[src/rtl/uhf_pkg.sv]
package uhf_pkg;
    localparam int ADDR_W = 3;
    localparam int SEL_W  = 3;

    // register address map (addresses 0 and 1 banked by the divisor-access bit)
    localparam logic [ADDR_W-1:0] A_DATA = 3'd0;
    localparam logic [ADDR_W-1:0] A_IEN  = 3'd1;
    localparam logic [ADDR_W-1:0] A_IID  = 3'd2;
    localparam logic [ADDR_W-1:0] A_LCR  = 3'd3;
    localparam logic [ADDR_W-1:0] A_RSV  = 3'd4;
    localparam logic [ADDR_W-1:0] A_LST  = 3'd5;
    localparam logic [ADDR_W-1:0] A_MST  = 3'd6;
    localparam logic [ADDR_W-1:0] A_SCR  = 3'd7;

    // select line pattern that addresses the block: {sel_a, sel_b, sel_c_n}
    localparam logic [SEL_W-1:0] SEL_MATCH = 3'b110;
endpackage

[src/rtl/uhf_addr_hold.sv]
module uhf_addr_hold
    import uhf_pkg::*;
#(
    parameter int AW = ADDR_W,
    parameter int SW = SEL_W
) (
    input  logic          clk,
    input  logic          rst,
    input  logic          strobe,
    input  logic [AW-1:0] addr_in,
    input  logic [SW-1:0] sel_in,
    output logic [AW-1:0] addr_out,
    output logic [SW-1:0] sel_out
);
    typedef struct packed {
        logic [AW-1:0] addr;
        logic [SW-1:0] sel;
    } hold_t;

    hold_t h_d, h_q;

    always_comb begin
        h_d = h_q;
        if (!strobe) begin
            h_d.addr = addr_in;
            h_d.sel  = sel_in;
        end
    end

    always_ff @(posedge clk) begin
        if (rst) h_q <= '0;
        else     h_q <= h_d;
    end

    // transparent while strobe low, frozen copy while high
    assign addr_out = strobe ? h_q.addr : addr_in;
    assign sel_out  = strobe ? h_q.sel  : sel_in;
endmodule

[src/rtl/uhf_access_ctl.sv]
module uhf_access_ctl
    import uhf_pkg::*;
#(
    parameter int SW = SEL_W
) (
    input  logic          clk,
    input  logic          rst,
    input  logic [SW-1:0] sel,
    input  logic          rd_hi,
    input  logic          rd_lo_n,
    input  logic          wr_hi,
    input  logic          wr_lo_n,
    output logic          rd_act,
    output logic          wr_act,
    output logic          rd_rise,
    output logic          wr_rise
);
    typedef struct packed {
        logic rd_prev;
        logic wr_prev;
    } edge_t;

    edge_t e_d, e_q;
    logic  addressed;

    always_comb begin
        addressed = (sel == SEL_MATCH);
        rd_act    = addressed && (rd_hi || !rd_lo_n);
        wr_act    = addressed && (wr_hi || !wr_lo_n);
        rd_rise   = rd_act && !e_q.rd_prev;
        wr_rise   = wr_act && !e_q.wr_prev;
        e_d.rd_prev = rd_act;
        e_d.wr_prev = wr_act;
    end

    always_ff @(posedge clk) begin
        if (rst) e_q <= '0;
        else     e_q <= e_d;
    end
endmodule

[src/rtl/uhf_reg_file.sv]
module uhf_reg_file
    import uhf_pkg::*;
#(
    parameter int AW = ADDR_W,
    parameter int DW = 8
) (
    input  logic          clk,
    input  logic          rst,
    input  logic          wr_rise,
    input  logic          rd_rise,
    input  logic [AW-1:0] addr,
    input  logic [DW-1:0] wdata,
    output logic [DW-1:0] lcr,
    output logic [DW-1:0] ien,
    output logic [DW-1:0] scr,
    output logic [DW-1:0] div_lo,
    output logic [DW-1:0] div_hi,
    output logic [DW-1:0] tx_byte,
    output logic          tx_pulse,
    output logic          rx_pulse
);
    localparam int DLAB_BIT = DW - 1;

    typedef struct packed {
        logic [DW-1:0] lcr;
        logic [DW-1:0] ien;
        logic [DW-1:0] scr;
        logic [DW-1:0] dlo;
        logic [DW-1:0] dhi;
        logic [DW-1:0] txb;
        logic          txp;
        logic          rxp;
    } regs_t;

    regs_t r_d, r_q;
    logic  dlab;

    always_comb begin
        r_d     = r_q;
        r_d.txp = 1'b0;
        r_d.rxp = 1'b0;
        dlab    = r_q.lcr[DLAB_BIT];
        if (wr_rise) begin
            case (addr)
                A_DATA: begin
                    if (dlab) r_d.dlo = wdata;
                    else begin
                        r_d.txb = wdata;
                        r_d.txp = 1'b1;
                    end
                end
                A_IEN: begin
                    if (dlab) r_d.dhi = wdata;
                    else      r_d.ien = wdata;
                end
                A_LCR:   r_d.lcr = wdata;
                A_SCR:   r_d.scr = wdata;
                default: ;
            endcase
        end
        if (rd_rise && (addr == A_DATA) && !dlab) r_d.rxp = 1'b1;
    end

    always_ff @(posedge clk) begin
        if (rst) r_q <= '0;
        else     r_q <= r_d;
    end

    assign lcr      = r_q.lcr;
    assign ien      = r_q.ien;
    assign scr      = r_q.scr;
    assign div_lo   = r_q.dlo;
    assign div_hi   = r_q.dhi;
    assign tx_byte  = r_q.txb;
    assign tx_pulse = r_q.txp;
    assign rx_pulse = r_q.rxp;
endmodule

[src/rtl/uart_host_front.sv]
module uart_host_front
    import uhf_pkg::*;
#(
    parameter int DW = 8
) (
    input  logic            clk,
    input  logic            rst,
    input  logic            sel_a,
    input  logic            sel_b,
    input  logic            sel_c_n,
    input  logic            addr_strobe,
    input  logic [2:0]      reg_sel,
    input  logic            rd_hi,
    input  logic            rd_lo_n,
    input  logic            wr_hi,
    input  logic            wr_lo_n,
    input  logic [DW-1:0]   wdata,
    input  logic [DW-1:0]   rx_data_in,
    input  logic [DW-1:0]   iid_in,
    input  logic [DW-1:0]   lsr_in,
    input  logic [DW-1:0]   msr_in,
    output logic [DW-1:0]   rdata,
    output logic            rd_active,
    output logic [DW-1:0]   line_ctrl,
    output logic [DW-1:0]   int_enable,
    output logic [2*DW-1:0] divisor,
    output logic [DW-1:0]   tx_data,
    output logic            tx_load,
    output logic            rx_take
);
    localparam int DLAB_BIT = DW - 1;

    logic [ADDR_W-1:0] addr_eff;
    logic [SEL_W-1:0]  sel_eff;
    logic              rd_act, wr_act, rd_rise, wr_rise;
    logic [DW-1:0]     scr, div_lo, div_hi;

    uhf_addr_hold #(.AW(ADDR_W), .SW(SEL_W)) u_hold (
        .clk      (clk),
        .rst      (rst),
        .strobe   (addr_strobe),
        .addr_in  (reg_sel),
        .sel_in   ({sel_a, sel_b, sel_c_n}),
        .addr_out (addr_eff),
        .sel_out  (sel_eff)
    );

    uhf_access_ctl #(.SW(SEL_W)) u_acc (
        .clk     (clk),
        .rst     (rst),
        .sel     (sel_eff),
        .rd_hi   (rd_hi),
        .rd_lo_n (rd_lo_n),
        .wr_hi   (wr_hi),
        .wr_lo_n (wr_lo_n),
        .rd_act  (rd_act),
        .wr_act  (wr_act),
        .rd_rise (rd_rise),
        .wr_rise (wr_rise)
    );

    uhf_reg_file #(.AW(ADDR_W), .DW(DW)) u_regs (
        .clk      (clk),
        .rst      (rst),
        .wr_rise  (wr_rise),
        .rd_rise  (rd_rise),
        .addr     (addr_eff),
        .wdata    (wdata),
        .lcr      (line_ctrl),
        .ien      (int_enable),
        .scr      (scr),
        .div_lo   (div_lo),
        .div_hi   (div_hi),
        .tx_byte  (tx_data),
        .tx_pulse (tx_load),
        .rx_pulse (rx_take)
    );

    always_comb begin
        rdata = '0;
        if (rd_act) begin
            case (addr_eff)
                A_DATA:  rdata = line_ctrl[DLAB_BIT] ? div_lo : rx_data_in;
                A_IEN:   rdata = line_ctrl[DLAB_BIT] ? div_hi : int_enable;
                A_IID:   rdata = iid_in;
                A_LCR:   rdata = line_ctrl;
                A_LST:   rdata = lsr_in;
                A_MST:   rdata = msr_in;
                A_SCR:   rdata = scr;
                default: rdata = '0;
            endcase
        end
    end

    assign rd_active = rd_act;
    assign divisor   = {div_hi, div_lo};
endmodule

[config.mk]
export PLATFORM = sky130hd
export DESIGN_NAME = uart_host_front
export DESIGN_NICKNAME = d
export VERILOG_FILES = /design/src/rtl/uhf_pkg.sv /design/src/rtl/uhf_addr_hold.sv /design/src/rtl/uhf_access_ctl.sv /design/src/rtl/uhf_reg_file.sv /design/src/rtl/uart_host_front.sv
export SDC_FILE = /design/constraint.sdc
export NUM_CORES = 1
export LEC_CHECK = 0
export ABC_AREA = 0
export CAP_MARGIN = 5
export CORE_ASPECT_RATIO = 0.8
export CORE_UTILIZATION = 47
export CTS_BUF_LIST = sky130_fd_sc_hd__clkbuf_2 sky130_fd_sc_hd__clkbuf_4 sky130_fd_sc_hd__clkbuf_8
export CTS_CLUSTER_SIZE = 24
export DETAILED_ROUTE_END_ITERATION = 8
export PLACE_DENSITY = 0.89
export SETUP_SLACK_MARGIN = 0.2
export SYNTH_ARGS = -nofsm -noshare
export SYNTH_HDL_FRONTEND = slang
export SYNTH_SLANG_ARGS = --single-unit
export TNS_END_PERCENT = 5
[constraint.sdc]
create_clock -name clk -period 2.2 [get_ports clk]
set_input_delay 0.33 -clock clk [delete_from_list [all_inputs] [get_ports clk]]
set_output_delay 0.33 -clock clk [all_outputs]
set_load 0.05 [all_outputs]
# Word-level counts from Yosys, hierarchy flattened
# Cells that the tools add are included.
dict set report totals {
  regBits 58
  out_inout_bits 51
}
dict set report op_classes {
  n_mux 8
  n_bitwise 3
  n_eq_ne 7
  reduce_logical 21
}
# cell count
set ops {}
lappend ops {{$pmux W8 S7} 1}
lappend ops {{$mux W8} 3}
lappend ops {{$eq A3 B3 Y1 const B} 4}
lappend ops {{$reduce_and A3 Y1} 4}
lappend ops {{$eq A3 B2 Y1 const B} 2}
lappend ops {{$logic_and A1 B1 Y1} 6}
lappend ops {{$mux W3} 2}
lappend ops {{$logic_not A1 Y1} 5}
lappend ops {{$reduce_and A2 Y1} 2}
lappend ops {{$eq A3 B1 Y1 const B} 1}
lappend ops {{$logic_not A3 Y1} 1}
lappend ops {{$not A1 Y1} 3}
lappend ops {{$reduce_or A3 Y1} 1}
lappend ops {{$logic_or A1 B1 Y1} 2}
lappend ops {{$mux W1} 2}

# Depth between registers and ports, before layout
# Gate-level depths: netlist of run 1.
dict set report depth {
  ltp_word 7
  ltp_mapped 8
}

# Modules after synthesis
# A second synthesis of run 1 with hierarchy kept.
dict set report unflattened {
  hier_cells 313
  area_unflattened_um2 2966.6
}
# mod cells_per_inst seq_area_each_um2 instances area_per_inst_um2
set modules_own_cells {}
lappend modules_own_cells {uhf_reg_file 195 1001.0 1 1943.1}
lappend modules_own_cells {uart_host_front 88 0.0 1 654.4}
lappend modules_own_cells {uhf_addr_hold 19 120.1 1 259.0}
lappend modules_own_cells {uhf_access_ctl 11 40.0 1 110.1}

# Worst setup path after synthesis of run 1
# OpenSTA, ideal clock, no wires.
dict set report synth_timing {
  path_kind {register -> output}
  startpoint {reg u_regs.r_q (netlist bit u_regs.lcr[7])}
  endpoint {out rdata[7]}
  t_arrival_ps 2500
  path_slack_ps -630
  t_required_ps 1870
  stages_incl_launch_ff 6
  path_cell_list {dfxtp_1 buf_2 mux2i_1 a2111oi_0 a31oi_1 a31oi_1}
}
dict set report synth_via {
  elab_chain_len 3
}
# element line_no
set synth_lines {}
lappend synth_lines {{start: declaration} uhf_reg_file.sv:35} ;# regs_t r_d, r_q;
lappend synth_lines {{start signal: assignment} uhf_reg_file.sv:66} ;# else r_q <= r_d;
lappend synth_lines {{$mux W8 (on tied branches)} {uart_host_front.sv:84, uart_host_front.sv:83}}
lappend synth_lines {{$pmux W8 S7 (*)} uart_host_front.sv:82} ;# case (addr_eff)
lappend synth_lines {{$mux W8 (*)} uart_host_front.sv:81} ;# if (rd_act) begin
lappend synth_lines {{end: declaration} uart_host_front.sv:22} ;# output logic [DW-1:0] rdata,
# Mark *: on every way between the ends. The rest lies on a longest branch, timed or not.

# Worst setup path in the final report of run 1
dict set report layout_timing {
  startpoint {reg u_regs.r_q (netlist bit u_regs.lcr[7])}
  endpoint {out rdata[0]}
}
# The elaborated chain is that of the path after synthesis.

==> metrics.txt, run 1 <==
Min Hold Slack 0.4062 ns; Antenna Cells 0; cell area after synthesis 3067 sq um; CORE AREA 6100 sq um; Data arrival, critical path 2.11 ns; Die ar. 6854 sq um; P per Cell Area 501.9 nW/um^2; ys flop type dfxtp_1; post-layout min period 2.440 ns; critical path class reg2out; total congestion overflow 0; FF-to-FF Start u_hold.h_q[4]$_SDFFE_PP0N_; hold_sp rst; Layout area overhead 69.16%; Total Routing Usage GR 33.68%; dpl cell area 4713 sq um; final period utilization 110.9%; largest net degree at the start of global routing 21; total of max-cap violations 0; crit path from u_regs.lcr[7]$_SDFFE_PP0P_; Critical Path Sink Type output port; dpl hpwl 7711 um; I/O pin total 104; FF/Latch Area 1171 sq um; post-route cell area 5187 sq um; status complete, but fails checks; Leak 2.191 nW; # nets final 528; # port buffers 103; layout cells sized above 1 32.50%; Synth Register Bits 58; htree depth 3; Post-synth ARST share 0%; # setup viols final 8; die width 92.31 um; drt via density 5.873; clock transition at the registers of the reported paths 0.07 ns; proportion of synthesized chip area in sequential cells 37.86%; Cell variety after synth 50; clk sinks 58; Place WS -0.5198 ns; cell taking the most area after synthesis dfxtp_1; vias in the first global route 3,406; Slew Limit Fails 0; Post-Route WL 11,450 um; global-route wire length before repair 17,310 um; Worst Skew 0.006383 ns; most common cell in the synthesized netlist nor2_1; # rows 25; area of the multi-input gates 1969 sq um; HP Class in2reg; CTS tree built; synth cell count leaders 65 x nor2_1, 60 x mux2i_1, 58 x dfxtp_1, 14 x nand2_1, 11 x mux2_2; Power, Total 0.002604 W; cts bufs inserted 9; die height 74.25 um; Layout Utilization 85.05%; Hold Vio Cnt, Final 0; routed vias 3,295; clock buffer depth 2; top cells by area, synth dfxtp_1 38%, mux2i_1 20%, nor2_1 8.0%; TritonRoute pass-1 iters 6; Clk Latency, worst-skew pair 0.34 ns; fin worst setup slack -0.2403 ns; actual slew at the worst max-slew pin 0.5175 ns; crit path max fanout 5; failing checks setup timing; syn_nets 365; Slew HR 65.39%; filler cell count 311; Synthesis Warnings 0; crit start category flop; CP required 1.87 ns; Achievable Freq 409.8 MHz; initial antenna violation count 0; Placer Congestion 0.9278; DR WL/cell 20.42 um; VDD IR-drop max 0.0003600 V; synthesized area per cell 9.829 sq um; DR DRC count 0; Root Buffer clkbuf_8; unrepaired setup endpoints after global routing true; Post-synth EDFFs 0; Syn Inst Count 312; ANT nets after route 0; share of the synthesized area in the top cell type 37.86%; initial core utilization 50.28%; initial DRC count 280
## final timing paths
path / slack, ns / endpoint / cells after the start
hold reg to reg: 0.44 / u_regs.rx_pulse$_SDFF_PP0_ / 1
hold / removal: 0.41 / u_regs.ien[5]$_SDFFE_PP0P_ / 2
setup / recovery: -0.24 / rdata[0] / 7
setup reg to reg: 0.27 / u_regs.div_lo[0]$_SDFFE_PP0P_ / 8
## layer usage
metal  share of wire, %  global-route usage (%)  up-vias
met1                 39                   38.94     1570
li1                   -                       -     1463
met3                8.7                   8.078       49
met5                  0                       0        -
met4                4.4                   15.80        0
met2                 48                   59.92      213
## worst max-delay path, cell delays in order (launching register included)
cell and delay (ns):
dfxtp_4 0.41, buf_6 0.12, mux2_4 0.29, a221o_1 0.32
a222oi_1 0.27, buf_4 0.18, nor2_4 0.03, buf_8 0.15
## flip-flops by register name, indices dropped and copies added (netlist names), 2 cells and up
| signal | flops |
|---|---|
| u_acc.e_q | 2 |
| u_regs.div_lo | 8 |
| u_hold.h_q | 6 |
| u_regs.scr | 8 |
| u_regs.div_hi | 8 |
| u_regs.lcr | 8 |
| u_regs.ien | 8 |
| u_regs.tx_byte | 8 |
## timing repair
action,4_1_cts,5_1_grt
setup endpoints to repair,60,15
resized for setup,44,18
hold buffers,0,0
pin swaps,10,6
setup buffers,10,1
cloned,1,0
## cells in the final DEF, fill, tap and decap left out, types with 3 or more instances in the layout
cell / Yosys / routed
nor2_1: 65 / 62
mux2_2: 11 / 8
a222oi_1: 3 / 3
o2bb2ai_1: 3 / 3
dfxtp_1: 58 / 54
inv_1: 8 / 6
buf_6: 4 / 11
a21oi_4: 0 / 5
clkdlybuf4s50_1: 0 / 85
nand3b_1: 3 / 3
buf_12: 0 / 11
mux2i_1: 60 / 60
mux2_4: 1 / 4
clkinvlp_4: 0 / 3
a22o_1: 3 / 3
nand2_1: 14 / 12
a221oi_2: 0 / 3
dlygate4sd2_1: 0 / 5
clkbuf_8: 0 / 10
mux4_2: 4 / 4
buf_4: 0 / 55
## where the power goes
part / internal (W) / switching, W
registers: 0.00106 / 0.00000954
clock network: 0.000553 / 0.000453
logic: 0.000278 / 0.000252
## final cells by class
class / instances / share of cell area [%]
clock buffers: 10 / 2.653
clock inverters: 6 / 1.278
inverters: 8 / 0.6271
multi-input cells: 226 / 37.96
flip-flops and latches: 58 / 22.58
well taps: 81 / 1.954
repair buffers: 172 / 32.95
## metrics by stage
stage | instances | TNS (ns)
after global placement | 533 | -17.35
after detailed placement | 533 | -19.90
final | 561 | -1.328
after floorplan | 312 | 0
after global routing | 561 | -1.820
after CTS | 560 | -1.130
## kinds of logic after synthesis
group                  Yosys count  share of synthesized area, %
and+or+nand+nor                102                         15.63
muxes                           78                         28.52
DFF                             58                         37.86
AOI/OAI and AO/OA               46                         12.89
buffers and inverters           28                         5.100
Note: power is estimated with default switching activity, not from simulation.
==> run 2: changes to the inputs <==
TNS_END_PERCENT = unset   (was 5)
==> run 2 against run 1 <==
Against the previous run:
- the flow still finishes with violations (setup timing)
- die area did not move
- critical path depth down 1
- maximum frequency shrank 8.6%
- critical path type unchanged
==> metrics.txt, run 2 (synthesis results as in run 1) <==
status complete, but fails checks (unchanged); failing checks setup timing (unchanged); Critical Path Sink Type output port (unchanged); crit path from u_hold.h_q[5]$_SDFFE_PP0N_ (was u_regs.lcr[7]$_SDFFE_PP0P_); Reg power frac 39.9% (was 41.0%); Place WS -0.4779 ns (was -0.5198 ns); post-layout min period 2.671 ns (was 2.440 ns); Max stage delay on crit path 0.57 ns (was 0.41 ns); # setup viols final 8 (unchanged); die width 92.31 um (unchanged); Die ar. 6854 sq um (unchanged); combinational group share of total power 22.6% (was 20.4%); ANT nets after route 0 (unchanged); fin worst setup slack -0.4711 ns (was -0.2403 ns); Layout area overhead 76.95% (was 69.16%); initial antenna violation count 0 (unchanged); filler cell count 269 (was 311); dpl hpwl 7904 um (was 7711 um); Achievable Freq 374.4 MHz (was 409.8 MHz); Worst Skew 0.01123 ns (was 0.006383 ns); vias in the first global route 3,566 (was 3,406); Slew HR 62.34% (was 65.39%); CP required 1.87 ns (about the same); htree depth 3 (unchanged); CORE AREA 6100 sq um (unchanged); Data arrival, critical path 2.34 ns (was 2.11 ns); CTS tree built (unchanged); Net Sw Frac 29.76% (was 27.42%); HP Class in2reg (unchanged); dpl cell area 4722 sq um (was 4713 sq um); total of max-cap violations 0 (unchanged); cts bufs inserted 9 (unchanged); # nets final 534 (was 528); I/O pin total 104 (unchanged); layout cells sized above 1 36.49% (was 32.50%); routed vias 3,624 (was 3,295); VDD IR-drop max 0.0004198 V (was 0.0003600 V); DR WL/cell 25.45 um (was 20.42 um); most frequent cells in the layout 85 x clkdlybuf4s50_1, 58 x nor2_1, 54 x mux2i_1, 54 x dfxtp_1, 53 x buf_4 (was 85 x clkdlybuf4s50_1, 62 x nor2_1, 60 x mux2i_1, 55 x buf_4, 54 x dfxtp_1); TritonRoute pass-1 iters 5 (was 6); Total Routing Usage GR 38.17% (was 33.68%); buffers plus inverters on the worst setup path 2 (was 3); clk sinks 58 (unchanged); initial DRC count 377 (was 280); Root Buffer clkbuf_8 (unchanged); crit start category flop (unchanged); Clk Latency, worst-skew pair 0.36 ns (was 0.34 ns); CP top delay family compound AO/OA/AOI/OAI gates (unchanged); Clk network pwr share 37.4% (was 38.6%); hold_buf cts 0 (unchanged); # port buffers 103 (unchanged); Antenna Cells 0 (unchanged); actual slew at the worst max-slew pin 0.5649 ns (was 0.5175 ns); global-route wire length before repair 19,310 um (was 17,310 um); Slowest cell on crit path a222oi_1 (was dfxtp_4); Int Pwr 0.001888 W (was 0.001890 W); crit path max fanout 8 (was 5); Leak 2.265 nW (was 2.191 nW); drt via density 6.403 (was 5.873); final period utilization 121.4% (was 110.9%); hold_sp rst (unchanged); critical path class reg2out (unchanged); clock buffer depth 2 (unchanged); most common cell after layout, fill and taps aside clkdlybuf4s50_1 (unchanged); setup TNS -2.246 ns (was -1.328 ns); P per Cell Area 495.5 nW/um^2 (was 501.9 nW/um^2); sequence of cells on the critical path inv_1 > a2bb2oi_2 > nor2_1 > a222oi_1 > a21oi_4 > buf_12 (was buf_6 > mux2_4 > a221o_1 > a222oi_1 > buf_4 > nor2_4 > buf_8); initial core utilization 50.28% (unchanged); die height 74.25 um (unchanged); total congestion overflow 0 (unchanged); Post-Route WL 14,400 um (was 11,450 um); Slew Limit Fails 0 (unchanged); clock transition at the registers of the reported paths 0.08 ns (was 0.07 ns); DR DRC count 0 (unchanged); Hold Vio Cnt, Final 0 (unchanged); Reg2Reg Setup Slack 0.02 ns (was 0.27 ns); unrepaired setup endpoints after global routing true (unchanged); # rows 25 (unchanged); Min Hold Slack 0.3864 ns (was 0.4062 ns); FF-to-FF Start u_hold.h_q[3]$_SDFFE_PP0N_ (was u_hold.h_q[4]$_SDFFE_PP0N_); Placer Congestion 0.9246 (was 0.9278); largest net degree at the start of global routing 23 (was 21); post-route cell area 5426 sq um (was 5187 sq um); sw power 0.0008002 W (was 0.0007139 W)
run 2: layout make-up:
type                       instances  area (sq um)  area share [%]
sequential                        58          1176           21.67
clock inverter                     5         56.30           1.038
tap                               81         101.3           1.868
timing repair buffer             178          1788           32.95
multi-input combinational        226          2143           39.50
clock buffer                      10         131.4           2.421
inverter                           8         30.03          0.5534
run 2: final timing paths:
kind	to	cells after the start
max	rdata[6]	6
min	u_regs.scr[6]$_SDFFE_PP0P_	2
max reg2reg	u_regs.ien[6]$_SDFFE_PP0P_	9
min reg2reg	u_regs.rx_pulse$_SDFF_PP0_	1
run 2: power by group through the flow:
| stage | sequential (W) | combinational (W) | clock [W] |
|---|---|---|---|
| after floorplan | 0.00110 | 0.000222 | 0 |
| after global placement | 0.00109 | 0.000449 | 0 |
| after detailed placement | 0.00109 | 0.000461 | 0 |
| after CTS | 0.00107 | 0.000514 | 0.000973 |
| after global routing | 0.00107 | 0.000624 | 0.00104 |
| final | 0.00107 | 0.000609 | 0.00101 |
run 2: worst register-to-register path, cell delays in order, from the launching register on:
cell	delay (ns)
dfxtp_4	0.42
nand2_4	0.09
buf_6	0.13
o32ai_4	0.46
buf_6	0.17
buf_6	0.09
nand3b_1	0.15
buf_6	0.19
mux2i_1	0.24
nor2_1	0.13
run 2: per-stage QoR:
stage                     cells  utilization (%)  total power, W
after floorplan             312                -        0.001319
after global placement      533            77.42        0.001542
after detailed placement    533            77.42        0.001555
after CTS                   558            84.86        0.002558
after global routing        566            88.96        0.002741
final                       566            88.96        0.002689
run 2: timing repair:
item / in CTS / in global routing
gates resized for setup: 51 / 42
buffers inserted: 9 / 8
pin swaps: 16 / 16
gates cloned: 1 / 0
endpoints found under the setup margin: 57 / 33
run 2: metal layers:
layer  global-route usage (%)  up-vias  share of wire [%]  wire length (um)
met1                    43.07     1716                 37              5312
met4                    24.48        0                7.1              1027
met3                    9.918      101                 10              1489
met5                        0        -                  0                 0
li1                         -     1470                  -                 -
met2                    65.51      337                 46              6573
==> run 3: changes to the inputs <==
MAX_ROUTING_LAYER = met4   (was unset)
clock period = 2.6 ns   (was 2.2 ns; I/O delays follow)
==> run 3 against run 2 <==
Against the previous run:
- the flow now finishes without violations
- worst setup slack better by 0.60 ns
- die area stayed put
- sequential share of layout area is 1.3 points higher
- non-clock buffer count is 13 lower
- final cell count is 2.1% lower
- routed wire length is 17% lower
- total power is 11% lower
- clock skew is 0.0055 ns lower
- critical path type unchanged
- largest cell class unchanged
- largest power group is now the clock network
==> metrics.txt, run 3 (synthesis results as in run 1) <==
TritonRoute pass-1 iters 5 (unchanged); Worst Skew 0.005762 ns (was 0.01123 ns); Power, Total 0.002402 W (was 0.002689 W); # rows 25 (unchanged); initial antenna violation count 0 (unchanged); actual slew at the worst max-slew pin 0.5418 ns (was 0.5649 ns); Data arrival, critical path 2.08 ns (was 2.34 ns); CP required 2.21 ns (was 1.87 ns); crit path max fanout 6 (was 8); Reg power frac 37.7% (was 39.9%); layout cells sized above 1 29.60% (was 36.49%); Min Hold Slack 0.4311 ns (was 0.3864 ns); combinational group share of total power 17.5% (was 22.6%); drt via density 6.022 (was 6.403); CORE AREA 6100 sq um (unchanged); clock buffer depth 2 (unchanged); Total Routing Usage GR 35.72% (was 38.17%); initial core utilization 50.28% (unchanged); Antenna Cells 0 (unchanged); largest net degree at the start of global routing 39 (was 23); crit start category flop (unchanged); Int Pwr 0.001814 W (was 0.001888 W); Hold Path Cell Cnt 1 (was 2); most common cell after layout, fill and taps aside clkdlybuf4s50_1 (unchanged); Post-Route WL 11,990 um (was 14,400 um); sw power 0.0005875 W (was 0.0008002 W); Die ar. 6854 sq um (unchanged); Slew HR 63.76% (was 62.34%); Leak 2.183 nW (was 2.265 nW); I/O pin total 104 (unchanged); HP Class reg2reg (was in2reg); # port buffers 103 (unchanged); CP Depth 7 (was 6); Clk Latency, worst-skew pair 0.34 ns (was 0.36 ns); clk sinks 58 (unchanged); htree depth 3 (unchanged); DR WL/cell 21.64 um (was 25.45 um); Placer Congestion 0.9406 (was 0.9246); routed vias 3,336 (was 3,624); P per Cell Area 468.8 nW/um^2 (was 495.5 nW/um^2); die height 74.25 um (unchanged); VDD IR-drop max 0.0003481 V (was 0.0004198 V); most frequent cells in the layout 86 x clkdlybuf4s50_1, 62 x nor2_1, 60 x mux2i_1, 54 x dfxtp_1, 52 x buf_4 (was 85 x clkdlybuf4s50_1, 58 x nor2_1, 54 x mux2i_1, 54 x dfxtp_1, 53 x buf_4); Achievable Freq 404.2 MHz; Net Sw Frac 24.46% (was 29.76%); final period utilization 95.16%; global-route wire length before repair 17,610 um (was 19,310 um); unrepaired setup endpoints after global routing true (unchanged); status completed (was complete, but fails checks); ANT nets after route 0 (unchanged); Hold Vio Cnt, Final 0 (unchanged); total of max-cap violations 0 (unchanged); # nets final 521 (was 534); Layout area overhead 67.07% (was 76.95%); CP top delay family compound AO/OA/AOI/OAI gates (unchanged); Slew Limit Fails 0 (unchanged); initial DRC count 343 (was 377); die width 92.31 um (unchanged); cts bufs inserted 9 (unchanged); critical path class reg2out (unchanged); Critical Path Sink Type output port (unchanged); total congestion overflow 0 (unchanged); vias in the first global route 3,331 (was 3,566); CTS tree built (unchanged); # setup viols final 0 (was 8); Root Buffer clkbuf_8 (unchanged); dpl hpwl 7210 um (was 7904 um); DR DRC count 0 (unchanged); Worst R2R Path Depth 7 (was 9); Max stage delay on crit path 0.38 ns (was 0.57 ns); sequence of cells on the critical path mux2_4 > buf_4 > nand3_1 > o31ai_1 > a222oi_1 > a21oi_2 > buf_12 (was inv_1 > a2bb2oi_2 > nor2_1 > a222oi_1 > a21oi_4 > buf_12); Slowest cell on crit path dfxtp_4 (was a222oi_1); Clk network pwr share 44.7% (was 37.4%); post-layout min period 2.474 ns; buffers plus inverters on the worst setup path 2 (unchanged); clock transition at the registers of the reported paths 0.07 ns (was 0.08 ns); filler cell count 323 (was 269)
run 3: cell count changes in the layout (fill, tap and decap cells not counted), sizes merged:
cell           change
buf               -14
clkdlybuf4s15      +1
bufinv             +2
clkdlybuf4s50      +1
clkinv             -3
clkbuf             +4
dlygate4sd2        -3
run 3: per-stage QoR:
step                      setup TNS, ns  instances  worst slack [ns]  util (%)  cell area [sq um]
after global placement           -1.054        523           -0.1691     75.47               4603
final                                 0        554            0.1258     84.00               5124
after floorplan                       0        312            0.1283         -               3109
after CTS                             0        549            0.1884     82.67               5042
after global routing                  0        554           0.09209     84.00               5124
after detailed placement         -1.610        523           -0.2317     75.47               4603
run 3: repair_timing:
item | in CTS | in global routing
pin swaps | 6 | 8
hold buffers | 0 | 0
gates cloned | 1 | 1
setup endpoints to repair | 8 | 7
resized for setup | 37 | 13
buffers inserted | 9 | 4
run 3: area by class of cell:
type | instances | area, sq um | area share, %
multi-input cells | 226 | 1882 | 36.73
repair buffers | 165 | 1678 | 32.75
flip-flops and latches | 58 | 1176 | 22.95
clock buffers | 12 | 158.9 | 3.101
well taps | 81 | 101.3 | 1.978
clock inverters | 4 | 97.59 | 1.905
inverters | 8 | 30.03 | 0.5861
run 3: power groups by stage:
| stage | logic, W | clock network [W] | registers [W] |
|---|---|---|---|
| after floorplan | 0.000171 | 0 | 0.000930 |
| after global placement | 0.000356 | 0 | 0.000928 |
| after detailed placement | 0.000361 | 0 | 0.000929 |
| after CTS | 0.000386 | 0.00108 | 0.000906 |
| after global routing | 0.000440 | 0.00113 | 0.000906 |
| final | 0.000422 | 0.00107 | 0.000906 |
run 3: worst paths after layout:
| kind | slack, ns | end | start |
|---|---|---|---|
| min | 0.43 | u_regs.rx_pulse$_SDFF_PP0_ | u_acc.e_q[1]$_SDFF_PP0_ |
| max reg2reg | 0.55 | u_regs.div_lo[6]$_SDFFE_PP0P_ | u_hold.h_q[4]$_SDFFE_PP0N_ |
| max | 0.13 | rdata[6] | u_hold.h_q[4]$_SDFFE_PP0N_ |
| min reg2reg | 0.43 | u_regs.rx_pulse$_SDFF_PP0_ | u_acc.e_q[1]$_SDFF_PP0_ |
run 3: metal layers:
metal | global-route usage [%] | routed length, um | vias up
met5 | - | 0 | -
met4 | 17.53 | 509 | 0
met3 | 9.918 | 1110 | 55
met2 | 60.16 | 5866 | 239
met1 | 39.52 | 4500 | 1598
li1 | - | - | 1444
